===== config.mk =====
export PLATFORM = sky130hd
export DESIGN_NAME = aux_i2c_seq
export DESIGN_NICKNAME = d
export VERILOG_FILES = /design/src/rtl/aux_i2c_seq.sv
export SDC_FILE = /design/constraint.sdc
export NUM_CORES = 1
export LEC_CHECK = 0
export ABC_CLOCK_PERIOD_IN_PS = 3400
export BUFFER_PORTS_ARGS = -buffer_cell sky130_fd_sc_hd__buf_2
export CAP_MARGIN = 10
export CORE_ASPECT_RATIO = 1.25
export CORE_MARGIN = 4
export CORE_UTILIZATION = 50
export DETAILED_ROUTE_END_ITERATION = 16
export PLACE_DENSITY = 0.87
export SETUP_SLACK_MARGIN = 0.02
export SLEW_MARGIN = 20
export SYNTH_ARGS = -nofsm -noshare
export SYNTH_HDL_FRONTEND = slang
export SYNTH_SLANG_ARGS = --single-unit

===== constraint.sdc =====
create_clock -name clk -period 3.4 [get_ports clk]
set_clock_uncertainty 0.05 [all_clocks]
set_input_delay 0.68 -clock clk [delete_from_list [all_inputs] [get_ports clk]]
set_output_delay 0.68 -clock clk [all_outputs]
set_load 0.02 [all_outputs]

===== src/rtl/aux_i2c_seq.sv =====
module aux_i2c_seq #(
  parameter int ADDR_W = 20,
  parameter int LEN_W  = 5,
  parameter int I2C_AW = 7
) (
  input  logic              clk,
  input  logic              rst_n,
  input  logic              req_valid,
  input  logic [3:0]        req_cmd,
  input  logic [ADDR_W-1:0] req_addr,
  input  logic [LEN_W-1:0]  req_len,
  output logic              busy,
  output logic              done,
  output logic [1:0]        reply,
  output logic [LEN_W-1:0]  buf_idx,
  input  logic [7:0]        buf_wdata,
  output logic              rd_we,
  output logic [7:0]        rd_data,
  output logic              rb_valid,
  output logic              rb_we,
  output logic [ADDR_W-1:0] rb_addr,
  output logic [7:0]        rb_wdata,
  input  logic              rb_ready,
  input  logic              rb_err,
  input  logic [7:0]        rb_rdata,
  output logic              i2c_valid,
  output logic [1:0]        i2c_op,
  output logic              i2c_rd,
  output logic [I2C_AW-1:0] i2c_addr,
  output logic [7:0]        i2c_wdata,
  input  logic              i2c_ready,
  input  logic              i2c_nack,
  input  logic [7:0]        i2c_rdata
);
  localparam logic [1:0] RP_ACK = 2'd0, RP_AUXN = 2'd1, RP_I2CN = 2'd2;
  localparam logic [1:0] OP_START = 2'd0, OP_SEND = 2'd1, OP_RECV = 2'd2, OP_STOP = 2'd3;

  typedef enum logic [2:0] {S_IDLE, S_NAT, S_PRESTOP, S_START, S_XFER, S_ENDSTOP} st_t;

  st_t               st;
  logic              mot_q, rd_q;
  logic [ADDR_W-1:0] addr_q;
  logic [LEN_W-1:0]  len_q, cnt;
  logic              sess_open, last_rd;
  logic [I2C_AW-1:0] last_addr;
  logic [1:0]        pend;

  wire c_nat   = req_cmd[3:1] == 3'b100;
  wire c_plain = req_cmd[3:1] == 3'b000;
  wire c_mot   = req_cmd[3:1] == 3'b010;
  wire cont    = sess_open && (req_addr[I2C_AW-1:0] == last_addr) && (req_cmd[0] == last_rd);
  wire last_by = cnt == len_q - 1'b1;

  assign busy      = st != S_IDLE;
  assign buf_idx   = cnt;
  assign rb_valid  = st == S_NAT;
  assign rb_we     = !rd_q;
  assign rb_addr   = addr_q + ADDR_W'(cnt);
  assign rb_wdata  = buf_wdata;
  assign i2c_valid = st inside {S_PRESTOP, S_START, S_XFER, S_ENDSTOP};
  assign i2c_op    = (st == S_START) ? OP_START : (st == S_XFER) ? (rd_q ? OP_RECV : OP_SEND) : OP_STOP;
  assign i2c_rd    = rd_q;
  assign i2c_addr  = addr_q[I2C_AW-1:0];
  assign i2c_wdata = buf_wdata;
  assign rd_we     = rd_q && ((st == S_XFER && i2c_ready) || (st == S_NAT && rb_ready && !rb_err));
  assign rd_data   = (st == S_NAT) ? rb_rdata : i2c_rdata;

  always_ff @(posedge clk or negedge rst_n) begin
    if (!rst_n) begin
      st        <= S_IDLE;
      mot_q     <= 1'b0;
      rd_q      <= 1'b0;
      addr_q    <= '0;
      len_q     <= '0;
      cnt       <= '0;
      sess_open <= 1'b0;
      last_rd   <= 1'b0;
      last_addr <= '0;
      pend      <= RP_ACK;
      done      <= 1'b0;
      reply     <= RP_ACK;
    end else begin
      done <= 1'b0;
      case (st)
        S_IDLE: if (req_valid) begin
          mot_q  <= req_cmd[2];
          rd_q   <= req_cmd[0];
          addr_q <= req_addr;
          len_q  <= req_len;
          cnt    <= '0;
          if (c_nat) begin
            if (req_len == '0) begin done <= 1'b1; reply <= RP_ACK; end
            else st <= S_NAT;
          end else if (c_plain) begin
            st <= sess_open ? S_PRESTOP : S_START;
          end else if (c_mot) begin
            if (cont) begin
              if (req_len == '0) begin done <= 1'b1; reply <= RP_ACK; end
              else st <= S_XFER;
            end else st <= sess_open ? S_PRESTOP : S_START;
          end else begin
            done  <= 1'b1;
            reply <= RP_AUXN;
          end
        end
        S_NAT: if (rb_ready) begin
          if (rb_err) begin
            st <= S_IDLE; done <= 1'b1; reply <= RP_AUXN;
          end else if (last_by) begin
            st <= S_IDLE; done <= 1'b1; reply <= RP_ACK;
          end else cnt <= cnt + 1'b1;
        end
        S_PRESTOP: if (i2c_ready) begin
          sess_open <= 1'b0;
          st        <= S_START;
        end
        S_START: if (i2c_ready) begin
          if (i2c_nack) begin
            sess_open <= 1'b0;
            st <= S_IDLE; done <= 1'b1; reply <= RP_I2CN;
          end else begin
            sess_open <= 1'b1;
            if (mot_q) begin
              last_addr <= addr_q[I2C_AW-1:0];
              last_rd   <= rd_q;
            end
            if (len_q != '0) st <= S_XFER;
            else if (mot_q) begin
              st <= S_IDLE; done <= 1'b1; reply <= RP_ACK;
            end else begin
              pend <= RP_ACK; st <= S_ENDSTOP;
            end
          end
        end
        S_XFER: if (i2c_ready) begin
          if (!rd_q && i2c_nack) begin
            pend <= RP_I2CN; st <= S_ENDSTOP;
          end else if (last_by) begin
            if (mot_q) begin
              st <= S_IDLE; done <= 1'b1; reply <= RP_ACK;
            end else begin
              pend <= RP_ACK; st <= S_ENDSTOP;
            end
          end else cnt <= cnt + 1'b1;
        end
        S_ENDSTOP: if (i2c_ready) begin
          sess_open <= 1'b0;
          st <= S_IDLE; done <= 1'b1; reply <= pend;
        end
        default: st <= S_IDLE;
      endcase
    end
  end

  p_addr_step_r1: assert property (@(posedge clk) disable iff (!rst_n)
    (rb_valid && rb_ready && !rb_err) |=> (!rb_valid || rb_addr == $past(rb_addr) + ADDR_W'(1)));

  p_err_stops_r2: assert property (@(posedge clk) disable iff (!rst_n)
    (rb_valid && rb_ready && rb_err) |=> (done && reply == RP_AUXN && !rb_valid));

  p_send_nack_stop_r6: assert property (@(posedge clk) disable iff (!rst_n)
    (i2c_valid && i2c_ready && i2c_op == OP_SEND && i2c_nack) |=> (i2c_valid && i2c_op == OP_STOP));

  p_start_nack_r10: assert property (@(posedge clk) disable iff (!rst_n)
    (i2c_valid && i2c_ready && i2c_op == OP_START && i2c_nack) |=> (done && reply == RP_I2CN && !i2c_valid));

  p_done_pulse_r13: assert property (@(posedge clk) disable iff (!rst_n)
    done |=> !done);

  p_done_idle_r13: assert property (@(posedge clk) disable iff (!rst_n)
    done |-> (!busy && !rb_valid && !i2c_valid));
endmodule


==> qor.csv, run 1 <==
metric;value;unit
status;complete, no violations;
start_kind;flip-flop;
clk_pin_slew;0.10;ns
synthArstFlopShare;100;%
grt_pass1_vias;2943;
end_kind;output pin;
vias_per_cell;5.61;
ys_types;49;
instances_no_fill;540;
synth_area;0.00339;sq mm
ys_seq_area_share;36.2;%
crit_type;reg2out;
cts_tree;yes;
via_count;3028;
synth_fp_nets;445;
dieHeight;100;um
cp_data_arrival_time;2.48;ns
finalMaxSlewViolations;0;
grt_overflow_total;0;
antenna_found_initial;0;
htreeDepth;2;
min_path_type;in2async;
cpPeakStageDelay;0.40;ns
drtAntennaViolNets;0;
final_layout_size_suffix_gt1_share;34.0;%
mostFrequentLayoutCell;buf_2;
combPwrFrac;58.1;%
grt_usage;21.8;%
n_antenna_cell;0;
power_frac_clock;9.4;%
grt_setup_unrepaired;false;
p_sw;1870;uW
synth_edf_count;0;
drt-pass1-iter-count;5;
grt_max_degree;50;
ys.flop_type;dfrtp_1;
synth_warnings;0;
place_area;0.00380;sq mm
clk_root_buffer_cell;clkbuf_8;
rows;33;
drc;0;
syn-instance-count;376;
period_needed;3.21;ns
placedCellCount;531;
setup_tns;0;ns
vdd_drop_max;0.527;mV
layout.area.seq;0.00123;sq mm
dp_hpwl;6660;um
crit_slowest_cell;fa_1;
clock.fmax;311;MHz
layout_common_cells;buf_2, nand2_1, dfrtp_1;
avgSynthCellArea;9.02;sq um
critPathMaxFanout;4;
clkLatencyLatePin;0.31;ns
p_per_area;963;mW/mm^2
wl_per_cell;16.3;um
p_int;1900;uW
fin_crit_sh;94.5;%
cts_buffers;5;
fillers;555;
routabilityCongestion;0.896;
fp.coreArea;0.00657;sq mm
setup_violations;0;
tightest_slew;0.698;ns
port_buffers;102;
cp_data_required_time;2.67;ns
hold_viol;0;
power_frac_seq;32.5;%
max_slew_margin;52.8;%
ys_ff_latch;49;
crit_path_cell_trace;ha_1 -> inv_1 -> fa_1 -> inv_1 -> a21oi_1 -> o21bai_1 -> a21o_1 -> nor2b_4 -> nand4_1 -> xnor2_1 -> buf_2;
io-pin-count;127;
multi_input_area;0.00188;sq mm
grt_pass1_wl;13800;um
fin_nets;521;
leakage;0.00189;uW
crit_top_cell;inv_1;
cts_num_sinks;49;
start_util;51.6;%
initialDrtViolationCount;156;
cts_max_path_buffers;2;
die_x;81.7;um
power_switching_share;49.7;%
dieArea;0.00817;sq mm
hold_slack;0.332;ns
area_delta_synth_final;15.4;%
wl;8810;um
maxCapViolCount;0;
final_area;0.00391;sq mm
==> path summary, 6_finish.rpt <==
check | startpoint | end | slack [ns] | cells past startpoint
max reg2reg | len_q[0] | reply[0] | 0.73 | 9
min in group clk | reply[1] | reply[1] | 0.45 | 1
min reg2reg | reply[1] | reply[1] | 0.45 | 1
max in group asynchronous | rst_n | buf_idx[1] | 2.55 | 1
min | rst_n | addr_q[6] | 0.33 | 1
max | addr_q[0] | rb_addr[18] | 0.19 | 11
==> stage by stage <==
stage	setup slack, ns	util [%]	power [uW]
6_report	0.186	59.6	3770
5_1_grt	0.0263	59.6	4050
4_1_cts	0.0270	59.3	3760
3_5_place_dp	0.367	57.9	3390
3_3_place_gp	0.446	57.9	3330
2_1_floorplan	0.287	-	2820
==> layer usage <==
metal | vias up | part of all wire [%] | GRT usage [%]
met5 | - | 0 | 0
met4 | 0 | 2.9 | 8.95
met3 | 27 | 11 | 5.92
met2 | 161 | 49 | 37.8
met1 | 1406 | 37 | 24.9
li1 | 1434 | - | -
==> power groups by stage <==
stage	clock [uW]	sequential [uW]	combinational, uW
after floorplan	0	1110	1710
after global placement	0	1200	2130
after detailed placement	0	1230	2170
after CTS	361	1220	2190
after global routing	389	1270	2390
final	354	1230	2190
==> worst max-delay path: cells and delay by family, from the launching register on <==
| kind | cells | cell delay [ns] |
|---|---|---|
| fa+ha+maj | 2 | 0.59 |
| buf+inv | 3 | 0.31 |
| compound gates | 3 | 0.43 |
| xor+xnor | 1 | 0.14 |
| simple gates | 2 | 0.31 |
| flops | 1 | 0.39 |
==> repair_timing <==
action / CTS / global route
setup buffers: 0 / 1
endpoints found under the setup margin: 0 / 10
gates resized for setup: 0 / 3
endpoints found under the hold margin: 0 / 0
hold buffers: 0 / 0
==> registers in the layout (all words and copies together), names as in the netlist <==
register and count:
len_q 5, mot_q 1, buf_idx 5, st 3, i2c_rd 1, done 1, addr_q 20, sess_open 1
pend 2, last_rd 1, reply 2, last_addr 7
==> final cells by class <==
type | count | area share, %
Inverter | 16 | 1.53
Sequential cell | 49 | 31.3
Multi-Input combinational cell | 273 | 48.0
Timing Repair Buffer | 107 | 14.1
Clock buffer | 5 | 1.76
Clock inverter | 3 | 0.543
Tap cell | 87 | 2.78
==> cell usage after synthesis, types with 9 or more instances <==
| cell type | n | area (sq um) |
|---|---|---|
| nand2_1 | 58 | 218 |
| dfrtp_1 | 49 | 1230 |
| and3_1 | 9 | 56.3 |
| mux2_2 | 31 | 349 |
| o21ai_0 | 17 | 85.1 |
| xnor2_1 | 20 | 175 |
| xor2_1 | 15 | 131 |
| clkbuf_1 | 10 | 37.5 |
| a21oi_1 | 14 | 70.1 |
| inv_1 | 15 | 56.3 |
| buf_4 | 24 | 180 |
| nor2_1 | 24 | 90.1 |
==> cell families after synthesis <==
group,Yosys count,share of synthesized area [%]
flip-flops,49,36.2
XOR/XNOR,36,9.52
AND/OR/NAND/NOR,127,17.3
multiplexers,32,10.6
buffers and inverters,54,8.78
adder cells (fa/ha/maj),9,3.54
AO/OA/AOI/OAI,69,14.1
No activity file was read; power rests on OpenSTA's default activity.
==> run 2, diff against run 1 <==
Settings changed: CAP_MARGIN 10 to 0, CORE_UTILIZATION 50 to 35, PLACE_DENSITY 0.87 to 0.66.
==> qor.csv, run 2 (synthesis gave the netlist of run 1 again) <==
metric;value;unit;change
status;complete, no violations;;unchanged
instances_no_fill;579;;was 540
grt_max_degree;37;;was 50
fp.coreArea;0.00932;sq mm;was 0.00657 sq mm
cts_num_sinks;49;;unchanged
final_layout_size_suffix_gt1_share;34.9;%;was 34.0%
port_buffers;102;;unchanged
cts_max_path_buffers;2;;unchanged
vias_per_cell;5.14;;was 5.61
io-pin-count;127;;unchanged
grt_usage;16.4;%;was 21.8%
path_depth;11;;unchanged
drc;0;;unchanged
mostFrequentLayoutCell;buf_2;;unchanged
start_kind;flip-flop;;unchanged
layout.area.seq;0.00123;sq mm;about the same
clock.fmax;311;MHz;about the same
grt_pass1_wl;14600;um;was 13800 um
start_util;36.4;%;was 51.6%
p_per_area;997;mW/mm^2;was 963 mW/mm^2
power_frac_clock;15.7;%;was 9.4%
finalPower;4070;uW;was 3770 uW
dp_hpwl;7060;um;was 6660 um
vdd_drop_max;0.559;mV;was 0.527 mV
drtAntennaViolNets;0;;unchanged
place_ws;0.337;ns;was 0.367 ns
crit_type;reg2out;;unchanged
rr_worst_depth;9;;unchanged
htreeDepth;2;;unchanged
clk_pin_slew;0.07;ns;was 0.10 ns
top_register;addr_q;;unchanged
n_antenna_cell;0;;unchanged
largest_reg_flops;20;;unchanged
cp_data_arrival_time;2.49;ns;was 2.48 ns
maxCapViolCount;0;;unchanged
area_delta_synth_final;20.5;%;was 15.4%
dieHeight;118;um;was 100 um
max_slew_margin;45.2;%;was 52.8%
antenna_found_initial;0;;unchanged
crit_slowest_cell;fa_1;;unchanged
layout_common_cells;buf_2, nand2_1, dfrtp_1;;unchanged
placedCellCount;570;;was 531
cts_buffers;5;;unchanged
cp_top_family;adder cells;;unchanged
cp_data_required_time;2.67;ns;about the same
critical_path_buf_inv_count;3;;unchanged
min_path_type;in2async;;unchanged
wl;9120;um;was 8810 um
power_frac_seq;29.3;%;was 32.5%
crit_top_cell;inv_1;;unchanged
initialDrtViolationCount;107;;was 156
die_x;96.0;um;was 81.7 um
rows;39;;was 33
setup_ws;0.180;ns;was 0.186 ns
dieArea;0.0113;sq mm;was 0.00817 sq mm
grt_pass1_vias;3018;;was 2943
fillers;937;;was 555
holdBufCountCts;0;;unchanged
end_kind;output pin;;unchanged
fin_crit_sh;94.7;%;was 94.5%
period_needed;3.22;ns;was 3.21 ns
multi_input_area;0.00188;sq mm;about the same
finalMaxSlewViolations;0;;unchanged
clk_root_buffer_cell;clkbuf_16;;was clkbuf_8
grt_setup_unrepaired;true;;was false
p_sw;1870;uW;about the same
tightest_slew;0.810;ns;was 0.698 ns
setup_violations;0;;unchanged
top_regs;addr_q x20, last_addr x7;;unchanged
drt-pass1-iter-count;5;;unchanged
clkLatencyLatePin;0.29;ns;was 0.31 ns
fin_nets;524;;was 521
critPathMaxFanout;4;;unchanged
setup_tns;0;ns;unchanged
hold_viol;0;;unchanged
crit_path_cell_trace;ha_2 -> inv_1 -> fa_1 -> inv_1 -> a21oi_1 -> o21bai_1 -> a21o_1 -> nor2b_4 -> nand4_1 -> xnor2_1 -> buf_4;;was ha_1 -> inv_1 -> fa_1 -> inv_1 -> a21oi_1 -> o21bai_1 -> a21o_1 -> nor2b_4 -> nand4_1 -> xnor2_1 -> buf_2
combPwrFrac;55.0;%;was 58.1%
leakage;0.00195;uW;was 0.00189 uW
via_count;2976;;was 3028
cts_tree;yes;;unchanged
p_int;2200;uW;was 1900 uW
wl_per_cell;15.8;um;was 16.3 um
grt_overflow_total;0;;unchanged
routabilityCongestion;0.921;;was 0.896
cpPeakStageDelay;0.39;ns;was 0.40 ns
power_switching_share;45.9;%;was 49.7%
==> run 2: cell count changes in the layout (fill, tap and decap cells not counted) <==
cell | before | now
clkbuf_16 | 0 | 5
clkbuf_8 | 5 | 0
buf_4 | 6 | 9
bufinv_16 | 0 | 2
clkinvlp_4 | 1 | 0
dfrtp_1 | 49 | 48
dfrtp_2 | 0 | 1
ha_1 | 8 | 7
ha_2 | 0 | 1
inv_6 | 1 | 0
==> run 2: per-layer routing <==
layer	global-route usage [%]	wire, um	vias up	share of wire, %
li1	-	-	1440	-
met1	19.1	3570	1396	39
met2	28.2	4520	125	50
met3	4.54	894	15	9.8
met4	5.43	136	0	1.5
met5	0	0	-	0
==> run 2: power groups by stage <==
stage          Clock [uW]  Sequential, uW  Combinational [uW]
2_1_floorplan           0            1110                1710
3_3_place_gp            0            1190                2190
3_5_place_dp            0            1200                2240
4_1_cts               652            1200                2260
5_1_grt               681            1250                2480
6_report              639            1190                2240
==> run 2: stage by stage <==
step                utilization (%)  instance area, sq um  hold slack, ns
finish                         43.8                  4090           0.274
global route                   43.8                  4090           0.301
CTS                            43.6                  4060           0.289
detailed placement             41.5                  3870           0.431
global placement               41.5                  3870           0.431
floorplan                         -                  3390           0.334
==> run 2: worst paths after layout <==
path	from	to	slack (ns)
worst max-delay path	addr_q[0]	rb_addr[18]	0.18
worst min-delay path	rst_n	addr_q[6]	0.27
worst max register to register	len_q[0]	reply[0]	0.74
worst min register to register	pend[1]	pend[1]	0.46
max in group asynchronous	rst_n	addr_q[17]	2.26
min in group clk	pend[1]	pend[1]	0.46
==> run 2: final cells by class <==
type                       count  area share [%]
clock buffer                   5            3.06
clock inverter                 3            1.59
inverter                      16            1.47
multi-input combinational    273            46.0
sequential                    49            30.0
tap                          123            3.77
timing repair buffer         110            14.0
==> run 2: timing repair <==
action                                  CTS  global route
endpoints found under the setup margin    1            10
resized for setup                         1             5
buffers inserted                          0             1
pin swaps                                 0             2
